--- config.mk ---
export PLATFORM = sky130hd
export DESIGN_NAME = at_retry_sched
export DESIGN_NICKNAME = d
export VERILOG_FILES = /design/src/rtl/at_sched_pkg.sv /design/src/rtl/at_sched_dpath.sv /design/src/rtl/at_sched_ctrl.sv /design/src/rtl/at_retry_sched.sv
export SDC_FILE = /design/constraint.sdc
export NUM_CORES = 1
export LEC_CHECK = 0
export BUFFER_PORTS_ARGS = -buffer_cell sky130_fd_sc_hd__buf_2
export CAP_MARGIN = 40
export CORE_MARGIN = 3
export CORE_UTILIZATION = 47
export DETAILED_ROUTE_END_ITERATION = 10
export PLACE_DENSITY = 0.74
export SYNTH_ARGS = -nofsm -noshare
export SYNTH_HDL_FRONTEND = slang
export SYNTH_SLANG_ARGS = --single-unit
--- constraint.sdc ---
create_clock -name clk -period 2.4 [get_ports clk]
set_clock_uncertainty 0.15 [all_clocks]
set_input_delay 0 -clock clk [delete_from_list [all_inputs] [get_ports clk]]
set_output_delay 0 -clock clk [all_outputs]
set_load 0.005 [all_outputs]
--- src/rtl/at_sched_pkg.sv ---
package at_sched_pkg;
  localparam int ACK_W = 4;

  typedef enum logic [1:0] {SRC_REQ = 2'd0, SRC_RSP = 2'd1, SRC_PHY = 2'd2} txSrc_e;

  typedef struct packed {
    logic grantQ;      // queue packet enters the slot
    logic grantRsp;    // qualifier: that packet is a response
    logic grantPhy;    // physical packet captured
    logic resend;      // slot packet relaunched
    logic bumpRetry;   // busy ack consumed a retry
    logic clearSlot;   // slot packet completed
    logic slotActive;  // slot holds a live packet
    logic report;      // latch completion record
    logic reportErr;   // completion is an exhaustion
    logic flushAll;    // bus reset
  } ctrlStrobe_t;

  function automatic logic isBusyAck(input logic [ACK_W-1:0] code);
    return (code == 4'h4) || (code == 4'h5) || (code == 4'h6);
  endfunction
endpackage

--- src/rtl/at_sched_dpath.sv ---
module at_sched_dpath
  import at_sched_pkg::*;
#(
  parameter int TAG_W  = 8,
  parameter int CNT_W  = 4,
  parameter int TIME_W = 8
) (
  input  logic              clk,
  input  logic              rstN,
  input  ctrlStrobe_t       st,
  input  logic [TAG_W-1:0]  reqTag,
  input  logic [TAG_W-1:0]  rspTag,
  input  logic [TAG_W-1:0]  phyTag,
  input  logic              dualPhase,
  input  logic [CNT_W-1:0]  retryLimit,
  input  logic [TIME_W-1:0] timeLimit,
  input  logic              cycleTick,
  input  logic [ACK_W-1:0]  ackCode,
  output logic              exhausted,
  output logic              rrPreferRsp,
  output logic              sendingPhy,
  output logic [1:0]        txSrc,
  output logic [TAG_W-1:0]  txTag,
  output logic [1:0]        doneSrc,
  output logic [TAG_W-1:0]  doneTag,
  output logic [ACK_W-1:0]  doneCode,
  output logic              doneErr
);
  localparam logic [CNT_W-1:0]  CNT_MAX  = '1;
  localparam logic [TIME_W-1:0] TIME_MAX = '1;

  logic [TAG_W-1:0]  slotTag, phyTagR;
  logic              slotIsRsp, sendPhy, rrPtr;
  logic [CNT_W-1:0]  retryCnt;
  logic [TIME_W-1:0] elapsed;

  always_ff @(posedge clk) begin
    if (!rstN) begin
      slotTag   <= '0;
      phyTagR   <= '0;
      slotIsRsp <= 1'b0;
      sendPhy   <= 1'b0;
      rrPtr     <= 1'b0;
      retryCnt  <= '0;
      elapsed   <= '0;
    end else if (st.flushAll) begin
      sendPhy  <= 1'b0;
      retryCnt <= '0;
      elapsed  <= '0;
    end else begin
      if (st.grantQ) begin
        slotTag   <= st.grantRsp ? rspTag : reqTag;
        slotIsRsp <= st.grantRsp;
        rrPtr     <= ~st.grantRsp;
        sendPhy   <= 1'b0;
      end else if (st.grantPhy) begin
        phyTagR <= phyTag;
        sendPhy <= 1'b1;
      end else if (st.resend) begin
        sendPhy <= 1'b0;
      end
      if (st.grantQ || st.clearSlot)
        retryCnt <= '0;
      else if (st.bumpRetry && retryCnt != CNT_MAX)
        retryCnt <= retryCnt + 1'b1;
      if (st.grantQ || st.clearSlot)
        elapsed <= '0;
      else if (st.slotActive && cycleTick && elapsed != TIME_MAX)
        elapsed <= elapsed + 1'b1;
    end
  end

  always_ff @(posedge clk) begin
    if (!rstN) begin
      doneSrc  <= '0;
      doneTag  <= '0;
      doneCode <= '0;
      doneErr  <= 1'b0;
    end else if (st.report) begin
      doneSrc  <= txSrc;
      doneTag  <= txTag;
      doneCode <= ackCode;
      doneErr  <= st.reportErr;
    end
  end

  assign exhausted   = dualPhase ? (elapsed >= timeLimit) : (retryCnt >= retryLimit);
  assign rrPreferRsp = rrPtr;
  assign sendingPhy  = sendPhy;
  assign txTag       = sendPhy ? phyTagR : slotTag;
  assign txSrc       = sendPhy ? SRC_PHY : (slotIsRsp ? SRC_RSP : SRC_REQ);
endmodule

--- src/rtl/at_sched_ctrl.sv ---
module at_sched_ctrl
  import at_sched_pkg::*;
(
  input  logic             clk,
  input  logic             rstN,
  input  logic             reqValid,
  input  logic             rspValid,
  input  logic             phyValid,
  input  logic             ackValid,
  input  logic [ACK_W-1:0] ackCode,
  input  logic             busReset,
  input  logic             resume,
  input  logic             exhausted,
  input  logic             rrPreferRsp,
  input  logic             sendingPhy,
  output logic             reqReady,
  output logic             rspReady,
  output logic             phyReady,
  output logic             txStart,
  output logic             halted,
  output logic             flushQ,
  output logic             doneValid,
  output ctrlStrobe_t      st
);
  typedef enum logic {ST_IDLE, ST_WAIT} state_e;

  state_e state;
  logic   retryPending, slotActive;
  logic   canArb, resendNow, qArb, pickRsp;
  logic   ackNow, busyAck, phyDone, retryNow, finishQ, launch;

  always_comb begin
    canArb    = (state == ST_IDLE) && !halted && !busReset;
    phyReady  = canArb && phyValid;
    resendNow = canArb && !phyValid && retryPending;
    qArb      = canArb && !phyValid && !retryPending;
    pickRsp   = rspValid && (!reqValid || rrPreferRsp);
    rspReady  = qArb && pickRsp;
    reqReady  = qArb && reqValid && !pickRsp;
    ackNow    = (state == ST_WAIT) && ackValid && !busReset;
    busyAck   = isBusyAck(ackCode);
    phyDone   = ackNow && sendingPhy;
    retryNow  = ackNow && !sendingPhy && busyAck && !exhausted;
    finishQ   = ackNow && !sendingPhy && !retryNow;
    launch    = reqReady || rspReady || phyReady || resendNow;

    st            = '0;
    st.grantQ     = reqReady || rspReady;
    st.grantRsp   = rspReady;
    st.grantPhy   = phyReady;
    st.resend     = resendNow;
    st.bumpRetry  = retryNow;
    st.clearSlot  = finishQ;
    st.slotActive = slotActive;
    st.report     = phyDone || finishQ;
    st.reportErr  = finishQ && busyAck;
    st.flushAll   = busReset;
  end

  always_ff @(posedge clk) begin
    if (!rstN) begin
      state        <= ST_IDLE;
      halted       <= 1'b0;
      retryPending <= 1'b0;
      slotActive   <= 1'b0;
      txStart      <= 1'b0;
      flushQ       <= 1'b0;
      doneValid    <= 1'b0;
    end else begin
      txStart   <= launch;
      flushQ    <= busReset;
      doneValid <= phyDone || finishQ;
      if (busReset) begin
        state        <= ST_IDLE;
        halted       <= 1'b1;
        retryPending <= 1'b0;
        slotActive   <= 1'b0;
      end else begin
        if (resume) halted <= 1'b0;
        if (launch) state <= ST_WAIT;
        else if (ackNow) state <= ST_IDLE;
        if (retryNow) retryPending <= 1'b1;
        else if (resendNow) retryPending <= 1'b0;
        if (st.grantQ) slotActive <= 1'b1;
        else if (finishQ) slotActive <= 1'b0;
      end
    end
  end
endmodule

--- src/rtl/at_retry_sched.sv ---
module at_retry_sched
  import at_sched_pkg::*;
#(
  parameter int TAG_W  = 8,
  parameter int CNT_W  = 4,
  parameter int TIME_W = 8
) (
  input  logic              clk,
  input  logic              rstN,
  input  logic              reqValid,
  output logic              reqReady,
  input  logic [TAG_W-1:0]  reqTag,
  input  logic              rspValid,
  output logic              rspReady,
  input  logic [TAG_W-1:0]  rspTag,
  input  logic              phyValid,
  output logic              phyReady,
  input  logic [TAG_W-1:0]  phyTag,
  input  logic              dualPhase,
  input  logic [CNT_W-1:0]  retryLimit,
  input  logic [TIME_W-1:0] timeLimit,
  input  logic              cycleTick,
  input  logic              ackValid,
  input  logic [3:0]        ackCode,
  input  logic              busReset,
  input  logic              resume,
  output logic              flushQ,
  output logic              halted,
  output logic              txStart,
  output logic [1:0]        txSrc,
  output logic [TAG_W-1:0]  txTag,
  output logic              doneValid,
  output logic [1:0]        doneSrc,
  output logic [TAG_W-1:0]  doneTag,
  output logic [3:0]        doneCode,
  output logic              doneErr
);
  ctrlStrobe_t st;
  logic exhausted, rrPreferRsp, sendingPhy;

  at_sched_ctrl uCtrl (
    .clk, .rstN, .reqValid, .rspValid, .phyValid, .ackValid, .ackCode,
    .busReset, .resume, .exhausted, .rrPreferRsp, .sendingPhy,
    .reqReady, .rspReady, .phyReady, .txStart, .halted, .flushQ,
    .doneValid, .st
  );

  at_sched_dpath #(.TAG_W(TAG_W), .CNT_W(CNT_W), .TIME_W(TIME_W)) uDpath (
    .clk, .rstN, .st, .reqTag, .rspTag, .phyTag, .dualPhase, .retryLimit,
    .timeLimit, .cycleTick, .ackCode, .exhausted, .rrPreferRsp, .sendingPhy,
    .txSrc, .txTag, .doneSrc, .doneTag, .doneCode, .doneErr
  );
endmodule

Word level (Yosys, flattened, before mapping). Cells that the tools add are included.

Register bits after elaboration: 53. Latch bits: 0. RAM bits: 0. Memory bits (read-only): 0. Bits of input ports: 50. Output and inout bits: 32. Memories: 0.

Add/subtract/negate cells: 2. Multiply operators: 0. Div/mod/pow operators: 0. Magnitude comparators: 2. Eq/ne operators: 5. Shift-type cells: 0. Multiplexer cells: 14. Bitwise operators: 5. Reduce and logical (&&, ||, !) cells: 48.

Operator list (number): logical AND 1 bit (21); two-way mux 8 bit (2); equality test 4 x 3 -> 1 bit, second input constant (3); two-way mux 1 bit (11); nonzero test 2 bit (5); logical NOT 1 bit (9); adder 8 x 1 -> 8 bit, second input constant (1); >= comparator 8 bit (1); logical OR 1 bit (8); inequality test 8 bit, second input constant (1); OR reduction 3 bit (2); NOT 1 bit (5); adder 4 x 1 -> 4 bit, second input constant (1); >= comparator 4 bit (1); inequality test 4 bit, second input constant (1); AND reduction 3 bit (1); two-way mux 2 bit (1); AND reduction 2 bit (1); OR reduction 2 bit (1).

Depth between registers and ports, before layout. Gate-level depths: netlist of run 1.

Depth in word-level cells: 11. Gate-level depth with buffers: 9. Mapped depth without buffers: 7.

Cells and area by module. From an unflattened synthesis of run 1, not the netlist that was laid out.

Cells, all modules: 287. Area total of the unflattened synthesis: 2795.2 um^2.

By module, submodules not included: at_sched_dpath (times used 1, cells an instance 233, area each 2323.5 um^2, sequential area each 920.9 um^2); at_sched_ctrl (times used 1, cells an instance 54, area each 471.7 um^2, sequential area each 140.1 um^2).

Least setup slack after synthesis of run 1. Ideal clock, no wire load.

Path type: reg-to-reg. Start: register uDpath.elapsed[3]. End: register uDpath.doneTag[0]. Setup time: 60 ps. Arrival: 1930 ps. Required time: 2190 ps. Setup slack: 260 ps. Cell stages (with the launch flop): 8. Buffers on the path: 1. Cell sequence: dfxtp_1 -> ha_1 -> o211ai_1 -> o21ai_0 -> a211oi_2 -> buf_2 -> nor3_1 -> o211a_1.

Word-level cells in the longest chain between the ends: 7.

Ends and longest elaborated chain: start, declared (line at_sched_dpath.sv:35) `logic [TIME_W-1:0] elapsed;`; start signal, assigned (line at_sched_dpath.sv:69) `elapsed <= elapsed + 1'b1;`; >= comparator 8 bit (line at_sched_dpath.sv:87) `assign exhausted = dualPhase ? (elapsed >= timeLimit) : (retryCnt >= retryLimit);`; two-way mux 1 bit (line at_sched_dpath.sv:87); logical NOT 1 bit (line at_sched_ctrl.sv:43) `retryNow = ackNow && !sendingPhy && busyAck && !exhausted;`; logical AND 1 bit (line at_sched_ctrl.sv:43); logical NOT 1 bit (line at_sched_ctrl.sv:44) `finishQ = ackNow && !sendingPhy && !retryNow;`; logical AND 1 bit (line at_sched_ctrl.sv:44); logical OR 1 bit (line at_sched_ctrl.sv:55) `st.report = phyDone || finishQ;`; end signal, assigned (line at_sched_dpath.sv:81) `doneTag <= txTag;`; end, declared (line at_sched_dpath.sv:25) `output logic [TAG_W-1:0] doneTag,`.

Every way passes these cells. A chain may end at the register's enable or synchronous reset.

Final worst setup path of run 1.
Start: input port busReset. End: register uDpath.retryCnt[3].

Word-level cells in the longest chain between the ends: 9. Elaborated cells on any way between the ends: 17. Those cells by class: 17 x reduce/logical.

Ends and longest elaborated chain: start, declared (line at_retry_sched.sv:25) `input logic busReset,`; logical NOT 1 bit (line at_sched_ctrl.sv:33, at_sched_ctrl.sv:40); logical AND 1 bit, on equally long branches (line at_sched_ctrl.sv:33, at_sched_ctrl.sv:40); logical AND 1 bit, on equally long branches (line at_sched_ctrl.sv:36, at_sched_ctrl.sv:43, at_sched_ctrl.sv:44); logical AND 1 bit, on equally long branches (line at_sched_ctrl.sv:36, at_sched_ctrl.sv:43); logical AND 1 bit, on equally long branches (line at_sched_ctrl.sv:39, at_sched_ctrl.sv:43); logical AND 1 bit or logical NOT 1 bit (tied branches) (line at_sched_ctrl.sv:39, at_sched_ctrl.sv:44); logical OR 1 bit or logical AND 1 bit (tied branches) (line at_sched_ctrl.sv:48, at_sched_ctrl.sv:44); logical OR 1 bit (line at_sched_dpath.sv:62) `if (st.grantQ || st.clearSlot)`; OR reduction 3 bit (no line); end signal, assigned (line at_sched_dpath.sv:65) `retryCnt <= retryCnt + 1'b1;`; end, declared (line at_sched_dpath.sv:34) `logic [CNT_W-1:0] retryCnt;`.

Several ways; a longest one is shown, not always the timed one.

==> results.md, run 1 <==
- Met2 Use GR: 38.1%
- Setup Crit Path Kind: primary input to flop
- Diode count: 0
- Layout area overhead: 35.5%
- Distinct cells, synth: 53
- Hold WC Path Type: primary input to flop
- Setup_tns: 0 ps
- DRT Wirelength: 7710 um
- Slew headroom: 44.3%
- LEAKAGE: 1.68 nW
- Clock Latency Late Sink: 310 ps
- CTS buffer count: 5
- Unrepaired setup endpoints after global routing: false
- Share of the synthesized area in the top cell type: 40.0%
- Grt peak-use layer: met2
- Most common flop cell mapped by yosys: dfxtp_1
- Most common cell after layout, fill and taps aside: buf_2
- Initial Util: 50.4%
- GR Layer Usage met3: 3.44%
- Row cnt: 26
- Cell Area, Synth: 2650 sq um
- Initial antenna violation count: 0
- Ys async rst share: 0%
- CTS tree: done
- Share of cells above drive strength 1: 27.9%
- Worst slew pin tran: 814 ps
- CP max FO: 16
- Req. time, crit path: 2470 ps
- Clock transition at the registers of the reported paths: 100 ps
- Maxcap violations: 0
- Fmax: 429 MHz
- Routed len/inst: 15.7 um
- TritonCTS sink count: 53
- IO Port Bufs: 81
- Worst VDD drop: 0.312 mV
- Vias: 2,751
- Critical Path Start Type: primary input
- Syn Area/Cell: 8.85 sq um
- DP Wirelength: 5230 um
- Clock buffer depth: 2
- RD Place Congestion: 0.932
- Synth Register Bits: 53
- Root Driver: clkbuf_8
- Residual DRC: 0
- Fin crit period: 2330 ps
- Vias per cell: 5.61
- Die area: 6580 sq um
- CTS H-tree depth: 2
- GRT overflow: 0
- Total Routing Usage GR: 23.8%
- Most frequent cells in the layout: buf_2, dfxtp_1, dlygate4sd3_1
- Top-level I/O count: 82
- Drt first pass iters: 6
- Power Dens Cells: 461 nW/um^2
- Synth area leaders: dfxtp_1, ha_1, a21oi_1, nand2_1, nor2_1
- Fin nets: 483
- Number of flops mapped to enable cells by yosys: 0
- Post-Synthesis Cells: 300
- Leading area contributor after synthesis: dfxtp_1
- First-pass GRT wire length: 12,100 um
- Register area share after synthesis: 40.0%
- Syn. warnings: 0
- Die W: 81.1 um
- Post-route ant nets: 0
- Largest net degree at the start of global routing: 29
- Met1 usage: 33.5%
- Final total power: 0.00166 W
- Slew Limit Fails: 0
- Core Area: 5270 sq um
- Synthesized net count: 364
- Worst Path Arrival: 2400 ps
- Final Hold Viols: 0
- Die Ht: 81.1 um
- Worst setup EP type: flop
- Status: complete, no violations
- Final period util: 97.1%
- Vias in the first global route: 2,603
- First DRT Iteration DRCs: 221
- # setup viols final: 0
## worst paths after layout
kind	from	to	slack [ps]	depth (start not counted)
worst max-delay path	busReset	uDpath.retryCnt[3]$_SDFFE_PP0P_	70	9
worst min-delay path	ackValid	uDpath.doneCode[3]$_SDFFE_PN0P_	20	5
worst max register to register	uDpath.elapsed[0]$_SDFFE_PP0P_	uDpath.retryCnt[3]$_SDFFE_PP0P_	160	9
worst min register to register	uDpath.phyTagR[4]$_SDFFE_PN0P_	uDpath.phyTagR[4]$_SDFFE_PN0P_	310	2
## final cells by class
type	instances	area (sq um)
Clock buffer	5	68.8
Clock inverter	3	22.5
Fill cell	434	1670
Inverter	20	75.1
Multi-Input combinational cell	212	1440
Sequential cell	53	1060
Tap cell	70	87.6
Timing Repair Buffer	127	840
## metal layers
metal  vias up  routed length (um)
li1       1329                   -
met3        15                 473
met5         -                   0
met4         0                 125
met1      1308                3430
met2        99                3680
## power by group
part,leakage [nW],total (W),internal (W),switching (W)
Sequential,0.429,0.000914,0.000900,0.0000142
Combinational,1.20,0.000228,0.000120,0.000108
Clock,0.0481,0.000515,0.000208,0.000307
## critical path: stages
cell and delay, ps:
dlygate4sd3_1 530, buf_2 170, nand3b_4 170, a2111o_1 500
a211oi_2 370, buf_6 220, o31ai_2 80, buf_4 190
a221oi_2 160
## cells by family (layout without fill, tap and decap cells)
group	count (synthesis)	after routing	share of synthesized area, %
xor+xnor	7	7	2.31
fa+ha+maj	14	14	6.60
simple gates	106	106	20.0
compound gates	76	76	21.5
buf+inv	35	155	5.85
mux	9	9	3.77
flops	53	53	40.0
## synthesized netlist by cell type, types with 2 or more instances
library cell  instances
and3_1                3
buf_6                 2
o211a_1               8
nor3_1                9
a222oi_1              8
or4_1                 8
dfxtp_1              53
a211oi_1              4
or3_1                 2
inv_1                18
mux2_2                7
a21o_1                2
nand4_1               5
and2_1                2
nand3_1               7
buf_2                 4
nand2_1              30
o21ai_0               8
o31ai_1               7
clkbuf_1              7
ha_1                 14
nor2b_1               2
nor2_1               28
o211ai_1              3
nand2b_1              2
xnor2_1               7
a21oi_1              23
a211oi_2              2
## state kept, by name (all words and copies together) (netlist names)
register / cells
uDpath.doneTag: 8
uDpath.elapsed: 8
uDpath.phyTagR: 8
uDpath.slotTag: 8
uDpath.doneCode: 4
uDpath.retryCnt: 4
uDpath.doneSrc: 2
uCtrl.doneValid: 1
uCtrl.flushQ: 1
uCtrl.halted: 1
uCtrl.retryPending: 1
uCtrl.slotActive: 1
uCtrl.state: 1
uCtrl.txStart: 1
uDpath.doneErr: 1
uDpath.rrPreferRsp: 1
uDpath.sendingPhy: 1
uDpath.slotIsRsp: 1
## metrics by stage
| stage | setup slack, ps | instance area (sq um) | util, % | std cells | hold WS, ps |
|---|---|---|---|---|---|
| after floorplan | 260 | 2650 | - | 300 | -32.6 |
| after global placement | 68.2 | 3140 | 59.6 | 446 | 92.5 |
| after detailed placement | 9.90 | 3140 | 59.6 | 446 | 100 |
| after CTS | 12.2 | 3580 | 67.9 | 488 | 9.56 |
| after global routing | 8.10 | 3600 | 68.3 | 490 | 35.2 |
| final | 70.3 | 3600 | 68.3 | 490 | 23.9 |
## what timing repair did
action	in CTS	in global routing
endpoints found under the hold margin	34	0
cloned	0	0
hold buffers	34	0
buffers inserted	0	2
pin swaps	0	1
resized for setup	1	3
endpoints found under the setup margin	2	19
(Power assumes the default switching activity.)
==> run 2, diff against run 1 <==
--- a/config.mk
+++ b/config.mk
@@ -11,6 +11,7 @@
 export CORE_UTILIZATION = 47
 export DETAILED_ROUTE_END_ITERATION = 10
 export PLACE_DENSITY = 0.74
+export RECOVER_POWER = 25
 export SYNTH_ARGS = -nofsm -noshare
 export SYNTH_HDL_FRONTEND = slang
 export SYNTH_SLANG_ARGS = --single-unit
==> results.md, run 2 (synthesis results as in run 1) <==
- Met2 Use GR: 38.1% (unchanged)
- CTS tree: done
- Worst r2r path cells: 4 (-5)
- Clock transition at the registers of the reported paths: 100 ps (about the same)
- Share of cells above drive strength 1: 24.8% (-3.1 points)
- Req. time, crit path: 2470 ps (about the same)
- Worst path slowest cell: dlygate4sd3_1
- Reg-to-reg endpoint: uDpath.doneTag[4]$_SDFFE_PN0P_
- Fin crit period: 2330 ps (-3.24 ps)
- Routed len/inst: 15.8 um (+0.43%)
- GR Layer Usage met3: 3.44% (unchanged)
- Final instance area: 3580 sq um (-0.52%)
- Worst slew pin tran: 823 ps (+8.95 ps)
- Post-route ant nets: 0 (unchanged)
- Final Hold Viols: 0 (unchanged)
- Die W: 81.1 um (unchanged)
- Drt first pass iters: 6 (unchanged)
- CTS buffer count: 5 (unchanged)
- Maxcap violations: 0 (unchanged)
- Met1 usage: 33.5% (unchanged)
- Most common cell after layout, fill and taps aside: buf_2
- Worst Path Arrival: 2400 ps (about the same)
- Slew headroom: 43.7% (-0.61 points)
- Worst reg2reg setup slack: 130 ps (-30 ps)
- Fillers: 443 (+2.1%)
- Power Dens Cells: 461 nW/um^2 (about the same)
- DP Area: 3140 sq um (unchanged)
- Die Ht: 81.1 um (unchanged)
- DRT Wirelength: 7740 um (+0.43%)
- IO Port Bufs: 81 (unchanged)
- Worst setup EP type: flop
- LEAKAGE: 1.63 nW (-3.2%)
- Setup_tns: 0 ps (unchanged)
- Worst R2R Start: uDpath.sendingPhy$_SDFFE_PP0P_
- DP Wirelength: 5230 um (unchanged)
- Layout area overhead: 34.8%
- Initial antenna violation count: 0 (unchanged)
- Root Driver: clkbuf_8
- Most frequent cells in the layout: buf_2, dfxtp_1, dlygate4sd3_1
- First-pass GRT wire length: 12,100 um (unchanged)
- Critical Path Start Type: primary input
- Die area: 6580 sq um (unchanged)
- Final std cells w/o fill: 490 (unchanged)
- Largest net degree at the start of global routing: 29 (unchanged)
- Initial Util: 50.4% (unchanged)
- Worst VDD drop: 0.311 mV (-0.35%)
- Vias per cell: 5.67 (+0.91%)
- Vias in the first global route: 2,603 (unchanged)
- WHS Endpoint: uDpath.doneCode[3]$_SDFFE_PN0P_
- WHS Path Cells: 5 (unchanged)
- Grt peak-use layer: met2
- Largest stage delay, worst path: 530 ps (about the same)
- Unrepaired setup endpoints after global routing: false
- Crit. path cell count: 9 (unchanged)
- # setup viols final: 0 (unchanged)
- Core Area: 5270 sq um (unchanged)
- Fin nets: 483 (unchanged)
- CP delay by family, top: buffers and inverters
- Hold WC Path Type: primary input to flop
- Residual DRC: 0 (unchanged)
- Hold path startpoint: ackValid
- Inst Count DP: 446 (unchanged)
- RD Place Congestion: 0.932 (unchanged)
- CP Buf/Inv Count: 4 (unchanged)
- Row cnt: 26 (unchanged)
- CP max FO: 16 (unchanged)
- Setup Crit Path Kind: primary input to flop
- CTS H-tree depth: 2 (unchanged)
- First DRT Iteration DRCs: 247 (+12%)
- Fmax: 430 MHz (+0.14%)
- Total Routing Usage GR: 23.8% (unchanged)
- Top-level I/O count: 82 (unchanged)
- TritonCTS sink count: 53 (unchanged)
- Status: complete, no violations
- GRT overflow: 0 (unchanged)
- Clock Latency Late Sink: 300 ps (about the same)
- Clock buffer depth: 2 (unchanged)
- CP Cell Sequence: dlygate4sd3_1 -> buf_2 -> nand3b_4 -> a2111o_1 -> a211oi_2 -> buf_6 -> o31ai_2 -> buf_4 -> a221oi_2
- Vias: 2,776 (+0.91%)
- Critical Path Source: busReset
- Final period util: 96.9% (-0.14 points)
- Diode count: 0 (unchanged)
- Slew Limit Fails: 0 (unchanged)
-- run 2: how the worst max path moves through the flow --
stage	end	slack (ps)
finish	uDpath.retryCnt[3]$_SDFFE_PP0P_	70
global route	uDpath.retryCnt[3]$_SDFFE_PP0P_	8
CTS	uDpath.retryCnt[3]$_SDFFE_PP0P_	10
detailed placement	uDpath.doneTag[4]$_SDFFE_PN0P_	10
global placement	uDpath.doneTag[4]$_SDFFE_PN0P_	70
floorplan	uDpath.doneTag[0]$_SDFFE_PN0P_	260
-- run 2: worst min-delay path: cells and delay by family --
family                 cells  cell delay, ps
buffers and inverters      1             130
and+or+nand+nor            3             260
AOI/OAI and AO/OA          1              50
-- run 2: report_power, final --
| part | switching (W) | internal, W |
|---|---|---|
| registers | 0.0000145 | 0.000900 |
| clock network | 0.000299 | 0.000208 |
| logic | 0.000109 | 0.000118 |
| total | 0.000422 | 0.00123 |
-- run 2: cell type report --
class	instances	area, sq um	area share [%]
inverters	20	75.1	2.10
clock buffers	5	68.8	1.92
clock inverters	3	22.5	0.629
well taps	70	87.6	2.45
flip-flops and latches	53	1060	29.7
repair buffers	127	821	22.9
multi-input cells	212	1440	40.3
-- run 2: metal layers --
| layer | vias up | part of all wire [%] |
|---|---|---|
| met5 | - | 0 |
| met4 | 0 | 1.6 |
| met3 | 15 | 6.7 |
| met2 | 127 | 48 |
| met1 | 1304 | 44 |
| li1 | 1330 | - |
-- run 2: through the flow --
step	utilization (%)	power (W)	hold slack [ps]	worst slack, ps
after global placement	59.6	0.00111	92.5	68.2
after floorplan	-	0.00102	-32.6	260
after global routing	67.9	0.00172	35.2	8.10
after detailed placement	59.6	0.00111	100	9.90
final	67.9	0.00165	25.0	73.6
after CTS	67.9	0.00166	9.56	12.2
-- run 2: timing repair --
item,4_1_cts,5_1_grt
endpoints found under the hold margin,34,0
hold buffers,34,0
resized for setup,1,3
pin swaps,0,1
endpoints found under the setup margin,2,19
buffers inserted,0,2
